[config.mk]
export PLATFORM = sky130hd
export DESIGN_NAME = exp_reg_ctrl
export DESIGN_NICKNAME = d
export VERILOG_FILES = /design/src/rtl/exp_pkg.sv /design/src/rtl/exp_ptr_next.sv /design/src/rtl/exp_reg_file.sv /design/src/rtl/exp_reg_ctrl.sv
export SDC_FILE = /design/constraint.sdc
export NUM_CORES = 1
export LEC_CHECK = 0
export BUFFER_PORTS_ARGS = -buffer_cell sky130_fd_sc_hd__buf_2
export CORE_ASPECT_RATIO = 0.9
export CORE_MARGIN = 8
export CORE_UTILIZATION = 55
export DETAILED_ROUTE_END_ITERATION = 16
export GPL_ROUTABILITY_DRIVEN = 0
export PLACE_DENSITY = 0.81
export RECOVER_POWER = 100
export SETUP_SLACK_MARGIN = 0.02
export SYNTH_ARGS = -nofsm -noshare
export SYNTH_HDL_FRONTEND = slang
export SYNTH_SLANG_ARGS = --single-unit
[constraint.sdc]
create_clock -name clk -period 2.77 [get_ports clk]
set_input_delay 0.1385 -clock clk [delete_from_list [all_inputs] [get_ports clk]]
set_output_delay 0.1385 -clock clk [all_outputs]
set_load 0.01 [all_outputs]
[src/rtl/exp_pkg.sv]
package exp_pkg;
    typedef enum logic [2:0] {
        S_IDLE,
        S_CMD,
        S_CMD_ACK,
        S_DATA,
        S_WACK,
        S_RACK
    } state_t;

    localparam int CAT_IN  = 0;
    localparam int CAT_OUT = 1;
    localparam int CAT_POL = 2;
    localparam int CAT_CFG = 3;
    localparam int CAT_MSK = 4;
    localparam int CAT_CTL = 5;
endpackage

[src/rtl/exp_ptr_next.sv]
module exp_ptr_next #(
    parameter int NBANK = 5
) (
    input  logic [5:0] ptr,
    input  logic       ai,
    output logic [5:0] nxt
);
    import exp_pkg::*;

    always_comb begin
        nxt = ptr;
        if (ai && (ptr[5:3] < 3'(CAT_CTL))) begin
            if (ptr[2:0] >= 3'(NBANK - 1)) begin
                nxt = {ptr[5:3], 3'b000};
            end else begin
                nxt = ptr + 6'd1;
            end
        end
    end
endmodule

[src/rtl/exp_reg_file.sv]
module exp_reg_file #(
    parameter int NBANK = 5,
    parameter int DW    = 8
) (
    input  logic               clk,
    input  logic               rst_n,
    input  logic               we,
    input  logic [5:0]         waddr,
    input  logic [DW-1:0]      wdata,
    input  logic [5:0]         raddr,
    input  logic [NBANK*DW-1:0] pins,
    output logic [DW-1:0]      rdata,
    output logic [NBANK*DW-1:0] out_vec,
    output logic [NBANK*DW-1:0] pol_vec,
    output logic [NBANK*DW-1:0] cfg_vec,
    output logic [NBANK*DW-1:0] msk_vec,
    output logic [DW-1:0]      ctl0,
    output logic [DW-1:0]      ctl1,
    output logic [DW-1:0]      ctl2
);
    import exp_pkg::*;

    for (genvar b = 0; b < NBANK; b++) begin : g_bank
        logic [DW-1:0] oq, pq, cq, mq;
        always_ff @(posedge clk) begin
            if (!rst_n) begin
                oq <= '0;
                pq <= '0;
                cq <= '0;
                mq <= '0;
            end else if (we && waddr[2:0] == 3'(b)) begin
                if (waddr[5:3] == 3'(CAT_OUT)) oq <= wdata;
                if (waddr[5:3] == 3'(CAT_POL)) pq <= wdata;
                if (waddr[5:3] == 3'(CAT_CFG)) cq <= wdata;
                if (waddr[5:3] == 3'(CAT_MSK)) mq <= wdata;
            end
        end
        assign out_vec[b*DW +: DW] = oq;
        assign pol_vec[b*DW +: DW] = pq;
        assign cfg_vec[b*DW +: DW] = cq;
        assign msk_vec[b*DW +: DW] = mq;
    end

    always_ff @(posedge clk) begin
        if (!rst_n) begin
            ctl0 <= '0;
            ctl1 <= '0;
            ctl2 <= '0;
        end else if (we && waddr[5:3] == 3'(CAT_CTL)) begin
            if (waddr[2:0] == 3'd0) ctl0 <= wdata;
            if (waddr[2:0] == 3'd1) ctl1 <= wdata;
            if (waddr[2:0] == 3'd2) ctl2 <= wdata;
        end
    end

    always_comb begin
        int bi;
        bi    = int'(raddr[2:0]);
        rdata = '0;
        if (raddr[5:3] == 3'(CAT_CTL)) begin
            case (raddr[2:0])
                3'd0:    rdata = ctl0;
                3'd1:    rdata = ctl1;
                3'd2:    rdata = ctl2;
                default: rdata = '0;
            endcase
        end else if (bi < NBANK) begin
            case (int'(raddr[5:3]))
                CAT_IN:  rdata = pins[bi*DW +: DW] ^ pol_vec[bi*DW +: DW];
                CAT_OUT: rdata = out_vec[bi*DW +: DW];
                CAT_POL: rdata = pol_vec[bi*DW +: DW];
                CAT_CFG: rdata = cfg_vec[bi*DW +: DW];
                CAT_MSK: rdata = msk_vec[bi*DW +: DW];
                default: rdata = '0;
            endcase
        end
    end

    // Register contents move only on a cycle with a write enable
    assert_hold_without_we_R6: assert property (@(posedge clk) disable iff (!rst_n)
        !we |=> ($stable(out_vec) && $stable(pol_vec) && $stable(cfg_vec) &&
                 $stable(msk_vec) && $stable(ctl0) && $stable(ctl1) && $stable(ctl2)));

    // A write to the input category or an unmapped address changes nothing
    assert_unmapped_write_R8: assert property (@(posedge clk) disable iff (!rst_n)
        (we && (waddr[5:3] == 3'(CAT_IN) || waddr[5:3] > 3'(CAT_CTL) ||
                (waddr[5:3] == 3'(CAT_CTL) && waddr[2:0] > 3'd2) ||
                (waddr[5:3] != 3'(CAT_CTL) && waddr[2:0] >= 3'(NBANK))))
        |=> ($stable(out_vec) && $stable(pol_vec) && $stable(cfg_vec) &&
             $stable(msk_vec) && $stable(ctl0) && $stable(ctl1) && $stable(ctl2)));
endmodule

[src/rtl/exp_reg_ctrl.sv]
module exp_reg_ctrl #(
    parameter int NBANK = 5,
    parameter int DW    = 8,
    localparam int W    = NBANK * DW
) (
    input  logic          clk,
    input  logic          rst_n,
    input  logic          bus_start,
    input  logic          bus_wbyte,
    input  logic [DW-1:0] bus_wdata,
    input  logic          bus_rreq,
    input  logic          bus_ack,
    input  logic          bus_stop,
    input  logic [W-1:0]  pins,
    output logic [DW-1:0] rd_data,
    output logic [W-1:0]  out_vec,
    output logic [W-1:0]  pol_vec,
    output logic [W-1:0]  cfg_vec,
    output logic [W-1:0]  msk_vec,
    output logic [DW-1:0] ctl_ostruct,
    output logic [DW-1:0] ctl_allbank,
    output logic [DW-1:0] ctl_mode
);
    import exp_pkg::*;

    state_t        st, st_nxt;
    logic [5:0]    ptr, ptr_adv;
    logic          ai;
    logic [DW-1:0] hold;
    logic [DW-1:0] rf_rdata;
    logic          accept, we;

    assign accept = !bus_start && !bus_stop;
    assign we     = accept && bus_ack && (st == S_WACK);

    exp_ptr_next #(.NBANK(NBANK)) u_next (
        .ptr (ptr),
        .ai  (ai),
        .nxt (ptr_adv)
    );

    exp_reg_file #(.NBANK(NBANK), .DW(DW)) u_rf (
        .clk     (clk),
        .rst_n   (rst_n),
        .we      (we),
        .waddr   (ptr),
        .wdata   (hold),
        .raddr   (ptr),
        .pins    (pins),
        .rdata   (rf_rdata),
        .out_vec (out_vec),
        .pol_vec (pol_vec),
        .cfg_vec (cfg_vec),
        .msk_vec (msk_vec),
        .ctl0    (ctl_ostruct),
        .ctl1    (ctl_allbank),
        .ctl2    (ctl_mode)
    );

    always_comb begin
        st_nxt = st;
        if (bus_stop) begin
            st_nxt = S_IDLE;
        end else if (bus_start) begin
            st_nxt = S_CMD;
        end else begin
            unique case (st)
                S_IDLE:    st_nxt = S_IDLE;
                S_CMD:     if (bus_wbyte) st_nxt = S_CMD_ACK;
                           else if (bus_rreq) st_nxt = S_RACK;
                S_CMD_ACK: if (bus_ack) st_nxt = S_DATA;
                S_DATA:    if (bus_wbyte) st_nxt = S_WACK;
                           else if (bus_rreq) st_nxt = S_RACK;
                S_WACK:    if (bus_ack) st_nxt = S_DATA;
                S_RACK:    if (bus_ack) st_nxt = S_DATA;
                default:   st_nxt = S_IDLE;
            endcase
        end
    end

    always_ff @(posedge clk) begin
        if (!rst_n) st <= S_IDLE;
        else        st <= st_nxt;
    end

    always_ff @(posedge clk) begin
        if (!rst_n) begin
            ptr     <= '0;
            ai      <= 1'b0;
            hold    <= '0;
            rd_data <= '0;
        end else if (accept) begin
            if (bus_wbyte && (st == S_CMD || st == S_DATA)) hold <= bus_wdata;
            if (bus_rreq && (st == S_CMD || st == S_DATA)) rd_data <= rf_rdata;
            if (bus_ack && st == S_CMD_ACK) begin
                ptr <= hold[5:0];
                ai  <= hold[7];
            end else if (bus_ack && (st == S_WACK || st == S_RACK)) begin
                ptr <= ptr_adv;
            end
        end
    end

    // Command acknowledge loads pointer and increment flag from the held byte
    assert_cmd_load_R2: assert property (@(posedge clk) disable iff (!rst_n)
        (st == S_CMD_ACK && bus_ack && accept)
        |=> (ptr == $past(hold[5:0]) && ai == $past(hold[7]) && st == S_DATA));

    // Without auto-increment the pointer never moves on a data byte
    assert_fixed_ptr_R3: assert property (@(posedge clk) disable iff (!rst_n)
        ((st == S_WACK || st == S_RACK) && !ai && accept) |=> $stable(ptr));

    // The last bank of a category returns to bank 0 of the same category
    assert_wrap_in_cat_R4: assert property (@(posedge clk) disable iff (!rst_n)
        ((st == S_WACK || st == S_RACK) && bus_ack && accept && ai &&
         ptr[5:3] < 3'(CAT_CTL) && ptr[2:0] == 3'(NBANK - 1))
        |=> (ptr[2:0] == 3'd0 && $stable(ptr[5:3])));

    // Control group pointer is never advanced
    assert_ctl_fixed_R5: assert property (@(posedge clk) disable iff (!rst_n)
        ((st == S_WACK || st == S_RACK) && ptr[5:3] == 3'(CAT_CTL) && accept)
        |=> $stable(ptr));

    // A repeated start keeps the pointer and awaits a command or read
    assert_start_keeps_R9: assert property (@(posedge clk) disable iff (!rst_n)
        (bus_start && !bus_stop) |=> ($stable(ptr) && st == S_CMD));

    // Stop always returns to idle
    assert_stop_idle_R10: assert property (@(posedge clk) disable iff (!rst_n)
        bus_stop |=> st == S_IDLE);

    // Write enable only while idle is impossible
    assert_idle_no_write_R10: assert property (@(posedge clk) disable iff (!rst_n)
        (st == S_IDLE) |-> !we);
endmodule

==> flow_metrics.py, run 1 <==
metrics = {
    "logic_synthesis": {
        "synth_area_leader_cell": "dfxtp_1",
        "synth-edff-count": 0,
        "synthDominantCellAreaShare": 0.384,
        "post_synth.cell_area_avg_um2": 8.57,
        "synthArstFlopShare": 0,
        "synth_ff_type": "dfxtp_1",
        "syn_area_mm2": 0.0110,
        "ys_ff_latch": 210,
        "ys.warnings.count": 0,
        "synth_nets": 1339,
        "synth.area.top_cells": "dfxtp_1 38%, o21ai_0 7.5%, nand2_1 6.4%, mux2i_1 5.9%, a21boi_1 5.3%",
        "synth_cell_type_count": 79,
        "ys_seq_area_frac": 0.384,
        "synthCells": 1279,
    },
    "min_path": {
        "hold_class": "primary input to flop",
    },
    "route": {
        "drc": 0,
        "drt_first_pass_iters": 6,
        "ant_nets": 0,
        "wl_per_cell_um": 22.3,
        "dr_total_vias": 10900,
        "drt_iter0_drc": 1099,
        "drt-total-wl_um": 39000,
        "via_per_inst": 6.24,
    },
    "timing": {
        "final.period_utilization": 0.913,
        "max_freq_ghz": 0.395,
        "final_hold_viol_count": 0,
        "worstMarginPinSlew_ps": 857,
        "clock_skew_ps": 11.2,
        "hold_ws_ps": 80.7,
        "rsz0062_at_grt": "no",
        "report.final.slew_viol_count": 0,
        "final.setup.tns_ps": 0,
        "setup_viol": 0,
        "slew_headroom": 0.426,
        "period_minus_slack_ps": 2530,
    },
    "setup_path": {
        "rrSetupSlack_ps": 240,
        "critPathMaxFanout": 28,
        "worstPathCellList": "buf_4, nor2_1, buf_4, nand2_2, nor2_1, mux2i_1, nor2b_1",
        "end_kind": "flop",
        "cp.arrival_ps": 2930,
        "path_delay_family": "simple AND/OR/NAND/NOR gates",
        "critPathMaxStageDelay_ps": 800,
        "path_buf_inv": 2,
        "critPathKind": "flop to flop",
        "crit_required_ps": 3170,
        "crit_path_start_kind": "flop",
        "crit_slowest_cell": "nor2_1",
    },
    "floorplanning": {
        "start_util": 0.555,
        "dieArea_mm2": 0.0247,
        "num_rows": 49,
        "die_w_um": 165,
        "die_h_um": 150,
        "core_mm2": 0.0197,
        "ioPinCount": 247,
    },
    "place": {
        "portBuffers": 246,
        "dp_hpwl_um": 27300,
        "placed_cells": 1695,
        "placed_area_mm2": 0.0122,
    },
    "flow_run": {
        "maxCapViolCount": 0,
    },
    "power": {
        "vdd_drop_max_mv": 0.383,
        "power.leakage_nw": 4.17,
        "p_per_area_mw_per_mm2": 503,
    },
    "global_routing": {
        "grt_max_degree": 174,
        "use_met3": 0.0613,
        "track_usage": 0.299,
        "grt.met1_usage": 0.378,
        "grt_pass1_wl_um": 58800,
        "grtUsageMet2": 0.482,
        "busiest_layer": "met2",
        "first_global_vias": 10500,
        "grt_overflow": 0,
        "antenna_found_initial": 0,
    },
    "final_layout": {
        "final_cell_area_mm2": 0.0127,
        "fillCellCount": 1787,
        "drive_gt1_frac": 0.115,
        "area_growth_pct": 16.2,
        "diodes": 0,
        "nets": 1536,
        "regArea_mm2": 0.00421,
        "layout_commonest_cell": "dfxtp_1",
        "final_cell_mix": "209 x dfxtp_1, 197 x clkbuf_1, 186 x nand2_1",
        "multi_input_area_mm2": 0.00598,
        "fin_cells": 1745,
    },
    "cts": {
        "worstSkewPairLatency_ps": 510,
        "root_buffer": "clkbuf_16",
        "postCtsResizedCells": 0,
        "path_clk_slew_ps": 60,
        "clock_sinks": 210,
        "clockBufferDepth": 3,
        "cts_tree": "built",
        "cts_buffers": 23,
        "ctsHtreeMaxLevel": 1,
    },
    "outcome": {
        "status": "completed",
    },
}
==> synth_stat cells (all sizes together) (3+ instances only) <==
library cell and instances:
a211oi 4, a21boi 142, a21oi 33, a221oi 4, a222oi 8, a22o 3
a22oi 18, a311oi 3, a31oi 12, a32o 4, and3 6, buf 57
clkbuf 66, dfxtp 210, ha 5, inv 7, mux2 7, mux2i 65
mux4 7, nand2 191, nand2b 12, nand3 26, nand3b 6, nor2 52
nor2b 59, nor3 10, nor3b 4, o211a 3, o211ai 6, o21a 5
o21ai 166, o221ai 9, o22ai 20, o311ai 5, o31ai 3, o32ai 3
or2 3, xor2 4
==> cells by family (layout without fill, tap and decap cells) <==
logic type | after synthesis | in the layout | share of synthesized area
compound gates | 464 | 464 | 0.277
simple gates | 384 | 384 | 0.191
flops | 210 | 210 | 0.384
buf+inv | 132 | 343 | 0.0571
mux | 79 | 79 | 0.0810
fa+ha+maj | 5 | 5 | 0.00571
xor+xnor | 5 | 5 | 0.00400
==> report_power, final <==
| group | switching [W] | internal [W] |
|---|---|---|
| Combinational | 0.0000979 | 0.000105 |
| Clock | 0.00124 | 0.00193 |
| Sequential | 0.00000608 | 0.00302 |
| Total | 0.00134 | 0.00506 |
==> area by class of cell <==
class                   instances  share of cell area
inverters                       9             0.00265
well taps                     255              0.0251
clock buffers                  32              0.0518
flip-flops and latches        210               0.330
clock inverters                 7             0.00885
repair buffers                295               0.112
multi-input cells             937               0.470
==> metrics by stage <==
stage,util,power [W],worst slack (ps)
after CTS,0.665,0.00641,370
after floorplan,-,0.00321,502
final,0.645,0.00640,240
after detailed placement,0.620,0.00329,410
after global placement,0.620,0.00328,467
after global routing,0.645,0.00657,107
==> state kept, by name, summed over array words and instances, names as in the netlist, 8 cells and up <==
register / cells
rd_data: 8
u_rf.ctl2: 8
u_rf.g_bank.oq: 40
u_rf.g_bank.pq: 40
u_rf.g_bank.mq: 40
u_rf.ctl1: 8
u_rf.ctl0: 8
hold: 8
u_rf.g_bank.cq: 40
==> per-layer routing <==
layer / part of all wire / up-vias / routed length [µm]
met3: 0.11 / 126 / 4340
met1: 0.39 / 5126 / 15100
met4: 0.045 / 0 / 1750
met2: 0.46 / 673 / 17800
met5: 0 / - / 0
li1: - / 4969 / -
==> worst paths after layout <==
| check | from | to | cells past startpoint |
|---|---|---|---|
| max | ptr[5] | u_rf.g_bank[4].pq[4] | 7 |
| min | rst_n | ptr[2] | 2 |
| max reg2reg | ptr[5] | u_rf.g_bank[4].pq[4] | 7 |
| min reg2reg | ai | ai | 2 |
==> what timing repair did <==
action                     in CTS  in global routing
setup buffers                   0                  0
hold buffers                   11                  0
hold endpoints to repair       10                  0
setup endpoints to repair       0                  0
(Power assumes the default switching activity.)
==> run 2, diff against run 1 <==
--- a/config.mk
+++ b/config.mk
@@ -8,10 +8,9 @@
 export BUFFER_PORTS_ARGS = -buffer_cell sky130_fd_sc_hd__buf_2
 export CORE_ASPECT_RATIO = 0.9
 export CORE_MARGIN = 8
-export CORE_UTILIZATION = 55
+export CORE_UTILIZATION = 40
 export DETAILED_ROUTE_END_ITERATION = 16
 export GPL_ROUTABILITY_DRIVEN = 0
-export PLACE_DENSITY = 0.81
 export RECOVER_POWER = 100
 export SETUP_SLACK_MARGIN = 0.02
 export SYNTH_ARGS = -nofsm -noshare
==> flow_metrics.py, run 2 (synthesis results as in run 1) <==
metrics = {
    "outcome": {
        "status": "completed",
    },
    "cts": {
        "root_buffer": "clkbuf_16",
        "ctsHtreeMaxLevel": 1,
        "path_clk_slew_ps": 60,
        "clock_sinks": 210,
        "clockBufferDepth": 3,
        "cts_buffers": 24,
        "cts_tree": "built",
        "worstSkewPairLatency_ps": 520,
        "post_cts_buffers": 0,
    },
    "final_layout": {
        "layout_commonest_cell": "dfxtp_1",
        "regArea_mm2": 0.00421,
        "area_growth_pct": 16.8,
        "drive_gt1_frac": 0.109,
        "nets": 1537,
        "final_cell_mix": "208 x dfxtp_1, 201 x clkbuf_1, 186 x nand2_1",
        "fillCellCount": 2770,
        "utilization": 0.475,
        "diodes": 0,
        "multi_input_area_mm2": 0.00595,
        "fin_cells": 1847,
    },
    "floorplanning": {
        "ioPinCount": 247,
        "die_w_um": 190,
        "num_rows": 57,
        "start_util": 0.406,
        "dieArea_mm2": 0.0330,
        "die_h_um": 173,
        "core_mm2": 0.0270,
    },
    "global_routing": {
        "grt_overflow": 0,
        "grt.met1_usage": 0.327,
        "grtUsageMet2": 0.392,
        "grt_max_degree": 111,
        "antenna_found_initial": 0,
        "use_met3": 0.0507,
        "track_usage": 0.244,
        "grt_pass1_wl_um": 63700,
        "first_global_vias": 10200,
        "busiest_layer": "met2",
    },
    "power": {
        "vdd_drop_max_mv": 0.342,
        "power.leakage_nw": 4.15,
        "p_per_area_mw_per_mm2": 495,
        "power_w": 0.00634,
    },
    "place": {
        "portBuffers": 246,
        "dp_hpwl_um": 29900,
        "place_ws_ps": 252,
        "placed_cells": 1793,
    },
    "flow_run": {
        "maxCapViolCount": 0,
    },
    "route": {
        "drc": 0,
        "drt-total-wl_um": 42500,
        "ant_nets": 0,
        "dr_total_vias": 10700,
        "via_per_inst": 5.80,
        "drt_iter0_drc": 985,
        "drt_first_pass_iters": 6,
        "wl_per_cell_um": 23.0,
    },
    "timing": {
        "slew_headroom": 0.346,
        "max_freq_ghz": 0.380,
        "worstMarginPinSlew_ps": 981,
        "worst_slack_ps": 141,
        "clock_skew_ps": 10.3,
        "report.final.slew_viol_count": 0,
        "final_hold_viol_count": 0,
        "final.setup.tns_ps": 0,
        "final.period_utilization": 0.949,
        "period_minus_slack_ps": 2630,
        "setup_viol": 0,
        "rsz0062_at_grt": "no",
    },
    "setup_path": {
        "crit_required_ps": 3210,
        "end_kind": "flop",
        "critPathKind": "flop to flop",
        "cp.arrival_ps": 3070,
        "critPathMaxFanout": 43,
        "crit_path_start_kind": "flop",
    },
    "min_path": {
        "hold_class": "primary input to flop",
    },
}
==> run 2: changes by cell type in the layout (fill, tap and decap cells not counted), moves of 3 or more <==
cell / delta
a21boi_0: -10
nor2_2: -3
clkbuf_1: +4
a21boi_1: +10
nor2_4: -5
nor2_1: +8
==> run 2: area by class of cell <==
type                    count  area share
inverters                   9     0.00264
clock buffers              35      0.0542
repair buffers            295       0.110
multi-input cells         937       0.465
clock inverters             7     0.00538
well taps                 354      0.0346
flip-flops and latches    210       0.329
==> run 2: critical path, cell delays in order, from the launching register on <==
cell and delay [ps]:
dfxtp_1 550, clkbuf_2 350, nand3b_1 140, clkbuf_4 360, nand2_4 270, a211oi_1 70
o21ai_0 390, o211ai_1 190, a21oi_1 180
==> run 2: what timing repair did <==
| item | CTS | global route |
|---|---|---|
| hold endpoints to repair | 14 | 0 |
| hold buffers | 12 | 0 |
| gates resized for setup | 0 | 0 |
==> run 2: final timing paths <==
check	startpoint	end	slack, ps	cells after the start
hold reg to reg	ai	ai	470	2
hold / removal	bus_start	st[1]	90	4
setup reg to reg	ptr[3]	rd_data[3]	140	8
setup / recovery	ptr[3]	rd_data[3]	140	8
==> run 2: through the flow <==
stage	instance area, µm²	hold WS (ps)
2_1_floorplan	11000	215
3_3_place_gp	12300	342
3_5_place_dp	12300	344
4_1_cts	13200	82.5
5_1_grt	12800	108
6_report	12800	88.6
==> run 2: metal layers <==
layer	vias up	share of wire
li1	4977	-
met1	5166	0.43
met2	489	0.46
met3	81	0.085
met4	0	0.028
met5	-	0
==> run 2: report_power, final <==
group	total [W]	internal [W]	switching (W)
sequential	0.00303	0.00302	0.00000659
combinational	0.000206	0.000105	0.000101
clock	0.00310	0.00182	0.00127
total	0.00634	0.00495	0.00138
